`config.mk`:
```
export PLATFORM = sky130hd
export DESIGN_NAME = sbc_spi_regfile
export DESIGN_NICKNAME = d
export VERILOG_FILES = /design/src/rtl/sbc_spi_pkg.sv /design/src/rtl/sbc_spi_ctl.sv /design/src/rtl/sbc_spi_dp.sv /design/src/rtl/sbc_spi_regfile.sv
export SDC_FILE = /design/constraint.sdc
export NUM_CORES = 1
export LEC_CHECK = 0
export ABC_AREA = 1
export BUFFER_PORTS_ARGS = -buffer_cell sky130_fd_sc_hd__buf_2
export CAP_MARGIN = 30
export CORE_MARGIN = 2
export CORE_UTILIZATION = 30
export DETAILED_ROUTE_END_ITERATION = 16
export HOLD_SLACK_MARGIN = 0.02
export REMOVE_ABC_BUFFERS = 1
export SETUP_SLACK_MARGIN = 0.05
export SLEW_MARGIN = 10
export SYNTH_ARGS = -nofsm -noshare
export SYNTH_HDL_FRONTEND = slang
export SYNTH_SLANG_ARGS = --single-unit
```
`constraint.sdc`:
```
create_clock -name clk -period 1.49 [get_ports clk]
set_input_delay 0.149 -clock clk [delete_from_list [all_inputs] [get_ports clk]]
set_output_delay 0.149 -clock clk [all_outputs]
set_load 0.02 [all_outputs]
```
`src/rtl/sbc_spi_pkg.sv`:
```
package sbc_spi_pkg;

  typedef enum logic [2:0] {
    MODE_STARTUP = 3'd0,
    MODE_RESTART = 3'd1,
    MODE_FLASH   = 3'd2,
    MODE_NORMAL  = 3'd3,
    MODE_STANDBY = 3'd4,
    MODE_SLEEP   = 3'd5
  } opMode_e;

  typedef struct packed {
    logic capture;
    logic shiftIn;
    logic loadTx;
    logic shiftTx;
    logic clearOut;
    logic commit;
  } spiStrobes_t;

  function automatic logic gpWritable(input logic [2:0] mode);
    return (mode == MODE_STARTUP) || (mode == MODE_RESTART) || (mode == MODE_FLASH);
  endfunction

  function automatic logic devClearable(input logic [2:0] mode);
    return (mode == MODE_NORMAL) || (mode == MODE_STANDBY);
  endfunction

endpackage

```
`src/rtl/sbc_spi_ctl.sv`:
```
module sbc_spi_ctl
  import sbc_spi_pkg::*;
#(
  parameter int FRAME_W = 16,
  parameter int HDR_W   = 4
) (
  input  logic        clk,
  input  logic        rstN,
  input  logic        sck,
  input  logic        csN,
  input  logic        mosi,
  output logic        mosiBit,
  output spiStrobes_t stb
);
  localparam int CNT_W = $clog2(FRAME_W) + 1;
  localparam logic [CNT_W-1:0] CNT_MAX  = '1;
  localparam logic [CNT_W-1:0] CNT_FULL = CNT_W'(FRAME_W);
  localparam logic [CNT_W-1:0] CNT_HDR  = CNT_W'(HDR_W);

  logic [2:0] sckS, csS;
  logic [1:0] mosiS;
  logic [CNT_W-1:0] bitCnt;
  logic sckRise, sckFall, csFall, csRise, csActive, outEdge;

  always_ff @(posedge clk or negedge rstN) begin
    if (!rstN) begin
      sckS  <= '0;
      csS   <= '1;
      mosiS <= '0;
    end else begin
      sckS  <= {sckS[1:0], sck};
      csS   <= {csS[1:0], csN};
      mosiS <= {mosiS[0], mosi};
    end
  end

  assign sckRise  = sckS[1] & ~sckS[2];
  assign sckFall  = ~sckS[1] & sckS[2];
  assign csFall   = csS[2] & ~csS[1];
  assign csRise   = ~csS[2] & csS[1];
  assign csActive = ~csS[1];
  assign mosiBit  = mosiS[1];

  always_ff @(posedge clk or negedge rstN) begin
    if (!rstN) begin
      bitCnt <= '0;
    end else if (csFall) begin
      bitCnt <= '0;
    end else if (sckRise && csActive && bitCnt != CNT_MAX) begin
      bitCnt <= bitCnt + 1'b1;
    end
  end

  assign outEdge = sckFall & csActive;

  always_comb begin
    stb.capture  = csFall;
    stb.shiftIn  = sckRise & csActive;
    stb.loadTx   = outEdge && (bitCnt == CNT_HDR);
    stb.shiftTx  = outEdge && (bitCnt > CNT_HDR) && (bitCnt < CNT_FULL);
    stb.clearOut = outEdge && !stb.loadTx && !stb.shiftTx;
    stb.commit   = csRise && (bitCnt == CNT_FULL);
  end

endmodule

```
`src/rtl/sbc_spi_dp.sv`:
```
module sbc_spi_dp
  import sbc_spi_pkg::*;
#(
  parameter int GP_W    = 12,
  parameter int HDR_W   = 4,
  parameter logic [GP_W-2:0] ID_CODE = 11'h2A5
) (
  input  logic        clk,
  input  logic        rstN,
  input  logic        mosiBit,
  input  spiStrobes_t stb,
  input  logic [2:0]  opMode,
  output logic        miso,
  output logic [GP_W-1:0] gp0Out,
  output logic [GP_W-1:0] gp1Out,
  output logic        devModeOut,
  output logic        smOpen
);
  localparam int FRAME_W = GP_W + HDR_W;
  localparam int PAD_W   = GP_W - 5;

  logic [FRAME_W-1:0] rxReg;
  logic [GP_W-1:0] txReg, selWord, snapGp0, snapGp1;
  logic [2:0] snapMode;
  logic snapOpen, snapDev;
  logic [1:0] hdrAddr, cmtAddr;
  logic hdrSel, cmtRo;
  logic [GP_W-1:0] cmtData;

  assign hdrAddr = rxReg[HDR_W-1:HDR_W-2];
  assign hdrSel  = rxReg[HDR_W-3];
  assign cmtAddr = rxReg[FRAME_W-1:FRAME_W-2];
  assign cmtRo   = rxReg[FRAME_W-4];
  assign cmtData = rxReg[GP_W-1:0];

  always_comb begin
    if (hdrSel) begin
      selWord = {snapMode, snapOpen, {PAD_W{1'b0}}, snapDev};
    end else begin
      unique case (hdrAddr)
        2'd2:    selWord = snapGp0;
        2'd3:    selWord = snapGp1;
        default: selWord = {{(GP_W-1){1'b0}}, snapDev};
      endcase
    end
  end

  always_ff @(posedge clk or negedge rstN) begin
    if (!rstN) begin
      rxReg      <= '0;
      txReg      <= '0;
      miso       <= 1'b0;
      snapGp0    <= '0;
      snapGp1    <= '0;
      snapMode   <= '0;
      snapOpen   <= 1'b0;
      snapDev    <= 1'b0;
      gp0Out     <= {1'b1, ID_CODE};
      gp1Out     <= '0;
      devModeOut <= 1'b0;
      smOpen     <= 1'b1;
    end else begin
      if (stb.shiftIn) rxReg <= {rxReg[FRAME_W-2:0], mosiBit};

      if (stb.capture) begin
        snapGp0  <= gp0Out;
        snapGp1  <= gp1Out;
        snapMode <= opMode;
        snapOpen <= smOpen;
        snapDev  <= devModeOut;
        miso     <= 1'b0;
      end else if (stb.loadTx) begin
        miso  <= selWord[GP_W-1];
        txReg <= {selWord[GP_W-2:0], 1'b0};
      end else if (stb.shiftTx) begin
        miso  <= txReg[GP_W-1];
        txReg <= {txReg[GP_W-2:0], 1'b0};
      end else if (stb.clearOut) begin
        miso <= 1'b0;
      end

      if (stb.commit) begin
        smOpen <= 1'b0;
        if (!cmtRo) begin
          unique case (cmtAddr)
            2'd0: if (smOpen) devModeOut <= cmtData[0];
            2'd1: if (devClearable(opMode) && !cmtData[0]) devModeOut <= 1'b0;
            2'd2: if (gpWritable(opMode)) gp0Out <= {1'b0, cmtData[GP_W-2:0]};
            default: if (gpWritable(opMode)) gp1Out <= cmtData;
          endcase
        end
      end
    end
  end

endmodule

```
`src/rtl/sbc_spi_regfile.sv`:
```
module sbc_spi_regfile
  import sbc_spi_pkg::*;
#(
  parameter int GP_W  = 12,
  parameter int HDR_W = 4,
  parameter logic [GP_W-2:0] ID_CODE = 11'h2A5
) (
  input  logic            clk,
  input  logic            rstN,
  input  logic            sck,
  input  logic            csN,
  input  logic            mosi,
  output logic            miso,
  input  logic [2:0]      opMode,
  output logic [GP_W-1:0] gp0Out,
  output logic [GP_W-1:0] gp1Out,
  output logic            devModeOut
);
  localparam int FRAME_W = GP_W + HDR_W;

  spiStrobes_t stb;
  logic mosiBit;
  logic smOpen;

  sbc_spi_ctl #(.FRAME_W(FRAME_W), .HDR_W(HDR_W)) u_ctl (
    .clk(clk), .rstN(rstN), .sck(sck), .csN(csN), .mosi(mosi),
    .mosiBit(mosiBit), .stb(stb)
  );

  sbc_spi_dp #(.GP_W(GP_W), .HDR_W(HDR_W), .ID_CODE(ID_CODE)) u_dp (
    .clk(clk), .rstN(rstN), .mosiBit(mosiBit), .stb(stb), .opMode(opMode),
    .miso(miso), .gp0Out(gp0Out), .gp1Out(gp1Out), .devModeOut(devModeOut),
    .smOpen(smOpen)
  );

endmodule

```
==> qor.txt, run 1 <==
status - finished with violations
failing checks - setup timing
WP buf/inv - 3
P per Cell Area - 1010 nW/um2
crit path time final - 1.51 ns
worst slew pin tran - 0.418 ns
switching part of the total - 0.250
vias per std cell - 4.61
Cells after DPL - 718
grt total ovfl - 0
worst-path maximum fanout - 6
setup violators final - 6
Highest Clock Rate - 664 MHz
number of global-route vias before repair - 3,343
Core ar. - 13,900 um2
die area - 15,300 um2
Final Hold Fails - 0
logic gate share of total power - 0.096
most frequent cells in the layout - nand2_1 (206), dfrtp_1 (86), buf_2 (32)
First DRT Iteration DRCs - 218
ys flop type - dfrtp_1
relative slew slack - 0.721
Max clock buf depth - 2
clk slew on worst S/H paths - 0.07 ns
Synth area leaders - dfrtp_1 (50%), nand2_1 (20%), dfstp_2 (6.1%), o21ai_2 (4.7%), nand3_1 (3.6%)
post-synth top area share - 0.500
Seq/Total Area, Yosys - 0.561
worst skew pair latency - 0.35 ns
Mapped Avg Cell Area - 8.60 um2
total CTS buffers - 9
CP Class - flop to flop
fin worst setup slack - -0.0171 ns
Post-synth EDFFs - 0
peak supply drop - 0.686 mV
Post-Place Worst Slack - -0.00264 ns
CTS HTree Levels - 3
largest net degree at the start of global routing - 31
DRT Pass-1 Iters - 6
chip height - 124 um
max incr delay on CP - 0.40 ns
Largest delay share family, worst path - simple AND/OR/NAND/NOR gates
I/O pin total - 34
Slew Viols, Final - 0
yosys warns - 0
Int Pwr - 4.13 mW
root buf cell - clkbuf_16
DR vias - 3,441
fin nets - 573
Seq pwr share - 0.499
Synth area leader - dfrtp_1
MaxCap Viol Count - 0
leak pwr - 2.77 nW
switching pwr - 1.38 mW
post-synthesis cell count - 501
worst-path cell with the longest stage delay - dfrtp_1
clock skew - 0.00939 ns
drt wl/cell - 14.2 um
CTS tree - yes
Post-Layout Cell Count - 747
Starting Density - 0.309
Die Wd - 124 um
Clock Power Share - 0.405
type of origin of the critical path - flop
DP HPWL - 6790 um
initial antenna violation count - 0
Tot GR Track Use - 0.140
CP Capture Type - flop
GPL Wtd Cong - 0.741
DRC violations left - 0
commonest non-fill, non-tap cell in the layout - nand2_1
Std-Cell Rows - 43
CTS Sinks - 96
layout cell share with drive strength beyond 1 - 0.295
RSZ-0062 raised after global routing - yes
post-route cell area - 5460 um2
routed wire length - 10,600 um
first-pass GRT wire length - 16,500 um
Antenna Diode Count - 0
Async S/R FF share, synth - 1.00
ANT nets after route - 0
Seq cells post-synth - 96
Worst EP required - 1.72 ns
Port Buffers - 33
Distinct cells, synth - 23
DP Area - 4790 um2
final period utilization - 1.01
area delta synth->final - 26.8%
worst path cell trace - inv_2 -> ha_4 -> nand2_2 -> inv_2 -> nand3_4 -> nor2_4 -> nand2_4 -> clkbuf_16 -> nand2_4 -> o21ai_2
worst endpoint data arrival time - 1.74 ns
Hold Crit Class - input port to flop
synthesized area - 4310 um2
tightest hold or removal path: cells and delay by family:
family / cells / cell delay [ns]
buffers and inverters: 1 / 0.11
AND/OR/NAND/NOR: 2 / 0.10
cells in the mapped netlist (4+ instances only):
cell and n:
dfrtp_1 86, buf_6 7, inv_2 4, buf_2 10
dfstp_2 10, nand3_1 31, a21oi_1 4, nor2_1 9
o21ai_2 23, nand2_1 231, o21ai_0 27, inv_1 34
timing repair:
| item | in CTS | in global routing |
|---|---|---|
| hold endpoints to repair | 24 | 0 |
| cloned | 0 | 5 |
| hold buffers | 4 | 0 |
| buffers inserted | 1 | 3 |
| pin swaps | 1 | 4 |
| endpoints found under the setup margin | 47 | 45 |
| gates resized for setup | 20 | 38 |
per-layer routing:
metal / global-route usage / part of all wire
met3: 0.0247 / 0.032
met5: 0 / 0
met2: 0.221 / 0.47
met4: 0.0575 / 0.023
met1: 0.192 / 0.47
power by group through the flow:
stage,clock (mW),sequential (mW),combinational [mW]
after floorplan,0,2.81,0.218
after global placement,0,2.79,0.482
after detailed placement,0,2.80,0.491
after CTS,2.28,2.75,0.505
after global routing,2.38,2.76,0.600
final,2.24,2.75,0.530
stage by stage:
stage	setup TNS (ns)	hold WS, ns	util	power [mW]
finish	-0.0696	0.0428	0.392	5.51
global route	-2.95	0.0531	0.392	5.74
CTS	0	0.0348	0.373	5.54
detailed placement	-0.00264	0.0979	0.344	3.29
global placement	0	0.0956	0.344	3.27
floorplan	-25.82	-0.147	-	3.02
final timing paths:
kind / from / endpoint / slack, ns / cells after the start
setup / recovery: u_ctl.bitCnt[1] / u_dp.gp1Out[4] / -0.02 / 10
hold / removal: opMode[0] / u_dp.snapMode[0] / 0.04 / 3
setup reg to reg: u_ctl.bitCnt[1] / u_dp.gp1Out[4] / -0.02 / 10
hold reg to reg: u_ctl.sckS[0] / u_ctl.sckS[1] / 0.35 / 0
max in group asynchronous: rstN / u_dp.gp0Out[9] / 0.66 / 3
min in group asynchronous: rstN / u_dp.txReg[4] / 0.26 / 2
registers in the layout, summed over array words and instances (netlist names), 5 cells and up:
signal / flops
u_ctl.bitCnt: 5
u_dp.snapGp1: 12
u_dp.gp0Out: 12
u_dp.snapGp0: 12
u_dp.txReg: 11
u_dp.gp1Out: 12
u_dp.rxReg: 16
area by class of cell:
type                            count  area, um2
Clock buffer                       14        274
Clock inverter                      2       12.5
Fill cell                        1403       8480
Inverter                           40        154
Multi-Input combinational cell    344       1760
Sequential cell                    96       2410
Tap cell                          180        225
Timing Repair Buffer               71        619
cells by family (layout without fill, tap and decap cells):
kind of cell / after synthesis / count (layout) / synth area share
AO/OA/AOI/OAI: 54 / 54 / 0.0828
adder cells (fa/ha/maj): 3 / 3 / 0.00872
buffers and inverters: 61 / 127 / 0.0709
flip-flops: 96 / 96 / 0.561
AND/OR/NAND/NOR: 287 / 287 / 0.277
Note: power is estimated with default switching activity, not from simulation.
==> run 2: changes to the inputs <==
--- a/config.mk
+++ b/config.mk
@@ -8,10 +8,13 @@
 export ABC_AREA = 1
 export BUFFER_PORTS_ARGS = -buffer_cell sky130_fd_sc_hd__buf_2
 export CAP_MARGIN = 30
+export CELL_PAD_IN_SITES_DETAIL_PLACEMENT = 0
+export CELL_PAD_IN_SITES_GLOBAL_PLACEMENT = 1
 export CORE_MARGIN = 2
 export CORE_UTILIZATION = 30
 export DETAILED_ROUTE_END_ITERATION = 16
 export HOLD_SLACK_MARGIN = 0.02
+export PLACE_DENSITY_LB_ADDON = 0.1
 export REMOVE_ABC_BUFFERS = 1
 export SETUP_SLACK_MARGIN = 0.05
 export SLEW_MARGIN = 10
==> qor.txt, run 2 (synthesis gave the netlist of run 1 again) <==
status - finished with violations
failing checks - setup timing
peak supply drop - 0.850 mV (+24%)
Highest Clock Rate - 647 MHz (-2.4%)
area delta synth->final - 31.6%
crit path capture - u_dp.gp1Out[2]
final period utilization - 1.04 (+0.0251)
Antenna Diode Count - 0 (unchanged)
total CTS buffers - 9 (unchanged)
routed wire length - 11,700 um (+11%)
GR Util met2 - 0.240 (+0.0189)
CP Capture Type - flop
P per Cell Area - 1010 nW/um2 (-0.38%)
root buf cell - clkbuf_16
Std-Cell Rows - 43 (unchanged)
First DRT Iteration DRCs - 189 (-13%)
Hold Crit Class - input port to flop
I/O pin total - 34 (unchanged)
initial antenna violation count - 0 (unchanged)
worst slew pin tran - 0.438 ns (+0.0198 ns)
CP Class - flop to flop
MaxCap Viol Count - 0 (unchanged)
RSZ-0062 raised after global routing - yes
worst-path cell with the longest stage delay - dfrtp_1
DP HPWL - 6980 um (+2.7%)
worst path cell trace - inv_2 -> ha_4 -> nand2_2 -> inv_2 -> nand3_4 -> nor2_4 -> nand2_4 -> clkbuf_16 -> nand2_4 -> o21ai_2
Slew Viols, Final - 0 (unchanged)
Core ar. - 13,900 um2 (unchanged)
largest register by flop count - u_dp.rxReg
fin worst setup slack - -0.0546 ns (-0.0375 ns)
Die Wd - 124 um (unchanged)
worst flop-to-flop path endpoint - u_dp.gp1Out[2]
clock skew - 0.00714 ns (-0.00225 ns)
max incr delay on CP - 0.42 ns (+0.02 ns)
grt peak-use layer - met2
Port Buffers - 33 (unchanged)
DR vias - 3,358 (-2.4%)
Worst EP required - 1.73 ns (about the same)
worst-path maximum fanout - 6 (unchanged)
met1 GRT Util - 0.206 (+0.0146)
grt total ovfl - 0 (unchanged)
Max clock buf depth - 2 (unchanged)
total power draw - 5.70 mW (+3.4%)
GRT met3 Usage - 0.0444 (+0.0197)
commonest non-fill, non-tap cell in the layout - nand2_1
number of global-route vias before repair - 3,335 (-0.24%)
Post-Layout Cell Count - 751 (+0.54%)
die area - 15,300 um2 (unchanged)
clk slew on worst S/H paths - 0.07 ns (about the same)
setup violators final - 20 (+14)
crit path time final - 1.54 ns (+0.0375 ns)
Starting Density - 0.309 (unchanged)
layout cell share with drive strength beyond 1 - 0.320 (+0.0260)
first-pass GRT wire length - 17,400 um (+5.4%)
reg2reg start - u_ctl.bitCnt[1]
worst endpoint data arrival time - 1.78 ns (+0.04 ns)
ANT nets after route - 0 (unchanged)
Final Util - 0.407 (+0.0148)
CTS tree - yes
GPL Wtd Cong - 0.765 (+3.3%)
type of origin of the critical path - flop
most frequent cells in the layout - nand2_1 (203), dfrtp_1 (85), buf_2 (32)
worst skew pair latency - 0.35 ns (about the same)
fin nets - 577 (+0.70%)
Largest register FFs - 16 (unchanged)
leak pwr - 2.82 nW (+2.0%)
CTS Sinks - 96 (unchanged)
relative slew slack - 0.708 (-0.0129)
Final Hold Fails - 0 (unchanged)
DRT Pass-1 Iters - 4 (-2)
Cells after DPL - 720 (+0.28%)
drt wl/cell - 15.6 um (+10%)
vias per std cell - 4.47 (-2.9%)
largest net degree at the start of global routing - 28 (-9.7%)
DRC violations left - 0 (unchanged)
R2R depth - 10 (unchanged)
CTS HTree Levels - 3 (unchanged)
Critical Path Start - u_ctl.bitCnt[1]
chip height - 124 um (unchanged)
Reg2Reg Setup Slack - -0.05 ns (-0.04 ns)
Tot GR Track Use - 0.152 (+0.0115)
-- run 2: changes by cell type in the layout (fill, tap and decap cells not counted), sizes merged --
cell      delta
clkinvlp     +1
clkinv       +2
bufinv       +1
buf          +4
clkbuf       -4
-- run 2: worst max-delay path, delay by kind of cell, from the launching register on --
kind,cells,cell delay [ns]
AND/OR/NAND/NOR,5,0.45
AO/OA/AOI/OAI,1,0.04
buffers and inverters,3,0.38
adder cells (fa/ha/maj),1,0.15
flip-flops,1,0.42
-- run 2: final cells by class --
| class | count | area (um2) |
|---|---|---|
| Tap cell | 180 | 225 |
| Fill cell | 1410 | 8270 |
| Timing Repair Buffer | 75 | 691 |
| Clock buffer | 10 | 229 |
| Clock inverter | 6 | 70.1 |
| Sequential cell | 96 | 2420 |
| Inverter | 40 | 153 |
| Multi-Input combinational cell | 344 | 1880 |
-- run 2: how the worst min path moves through the flow --
| stage | from | to | slack (ns) | depth (start not counted) |
|---|---|---|---|---|
| floorplan | rstN | u_ctl.bitCnt[0] | -0.15 | 0 |
| global placement | rstN | u_ctl.sckS[2] | 0.13 | 1 |
| detailed placement | rstN | u_ctl.sckS[2] | 0.13 | 1 |
| CTS | opMode[0] | u_dp.snapMode[0] | 0.02 | 3 |
| finish | opMode[0] | u_dp.snapMode[0] | 0.04 | 3 |
| global route | opMode[1] | u_dp.snapMode[1] | 0.07 | 3 |
-- run 2: power breakdown --
part | internal [mW] | switching, mW | leakage [nW]
sequential | 2.69 | 0.0641 | 1.28
clock | 1.31 | 1.04 | 0.135
combinational | 0.209 | 0.392 | 1.41
total | 4.21 | 1.49 | 2.82
-- run 2: repair_timing --
| action | CTS | global route |
|---|---|---|
| hold endpoints to repair | 25 | 0 |
| endpoints found under the setup margin | 56 | 42 |
| pin swaps | 4 | 14 |
| hold buffers | 4 | 0 |
| resized for setup | 29 | 59 |
| setup buffers | 2 | 4 |
| cloned | 0 | 5 |
-- run 2: per-layer routing --
metal	vias to the layer above	wire length, um
met2	52	5710
li1	1696	-
met5	-	0
met3	9	398
met4	0	110
met1	1601	5490
-- run 2: per-stage QoR --
stage	setup WS [ns]	TNS (ns)	hold WS, ns	cell area (um2)
2_1_floorplan	-0.703	-25.82	-0.147	4150
3_3_place_gp	-0.0370	-0.153	0.128	4860
3_5_place_dp	-0.0373	-0.167	0.125	4860
4_1_cts	-0.00388	-0.00644	0.0246	5310
5_1_grt	-0.124	-2.30	0.0698	5670
6_report	-0.0546	-0.503	0.0439	5670
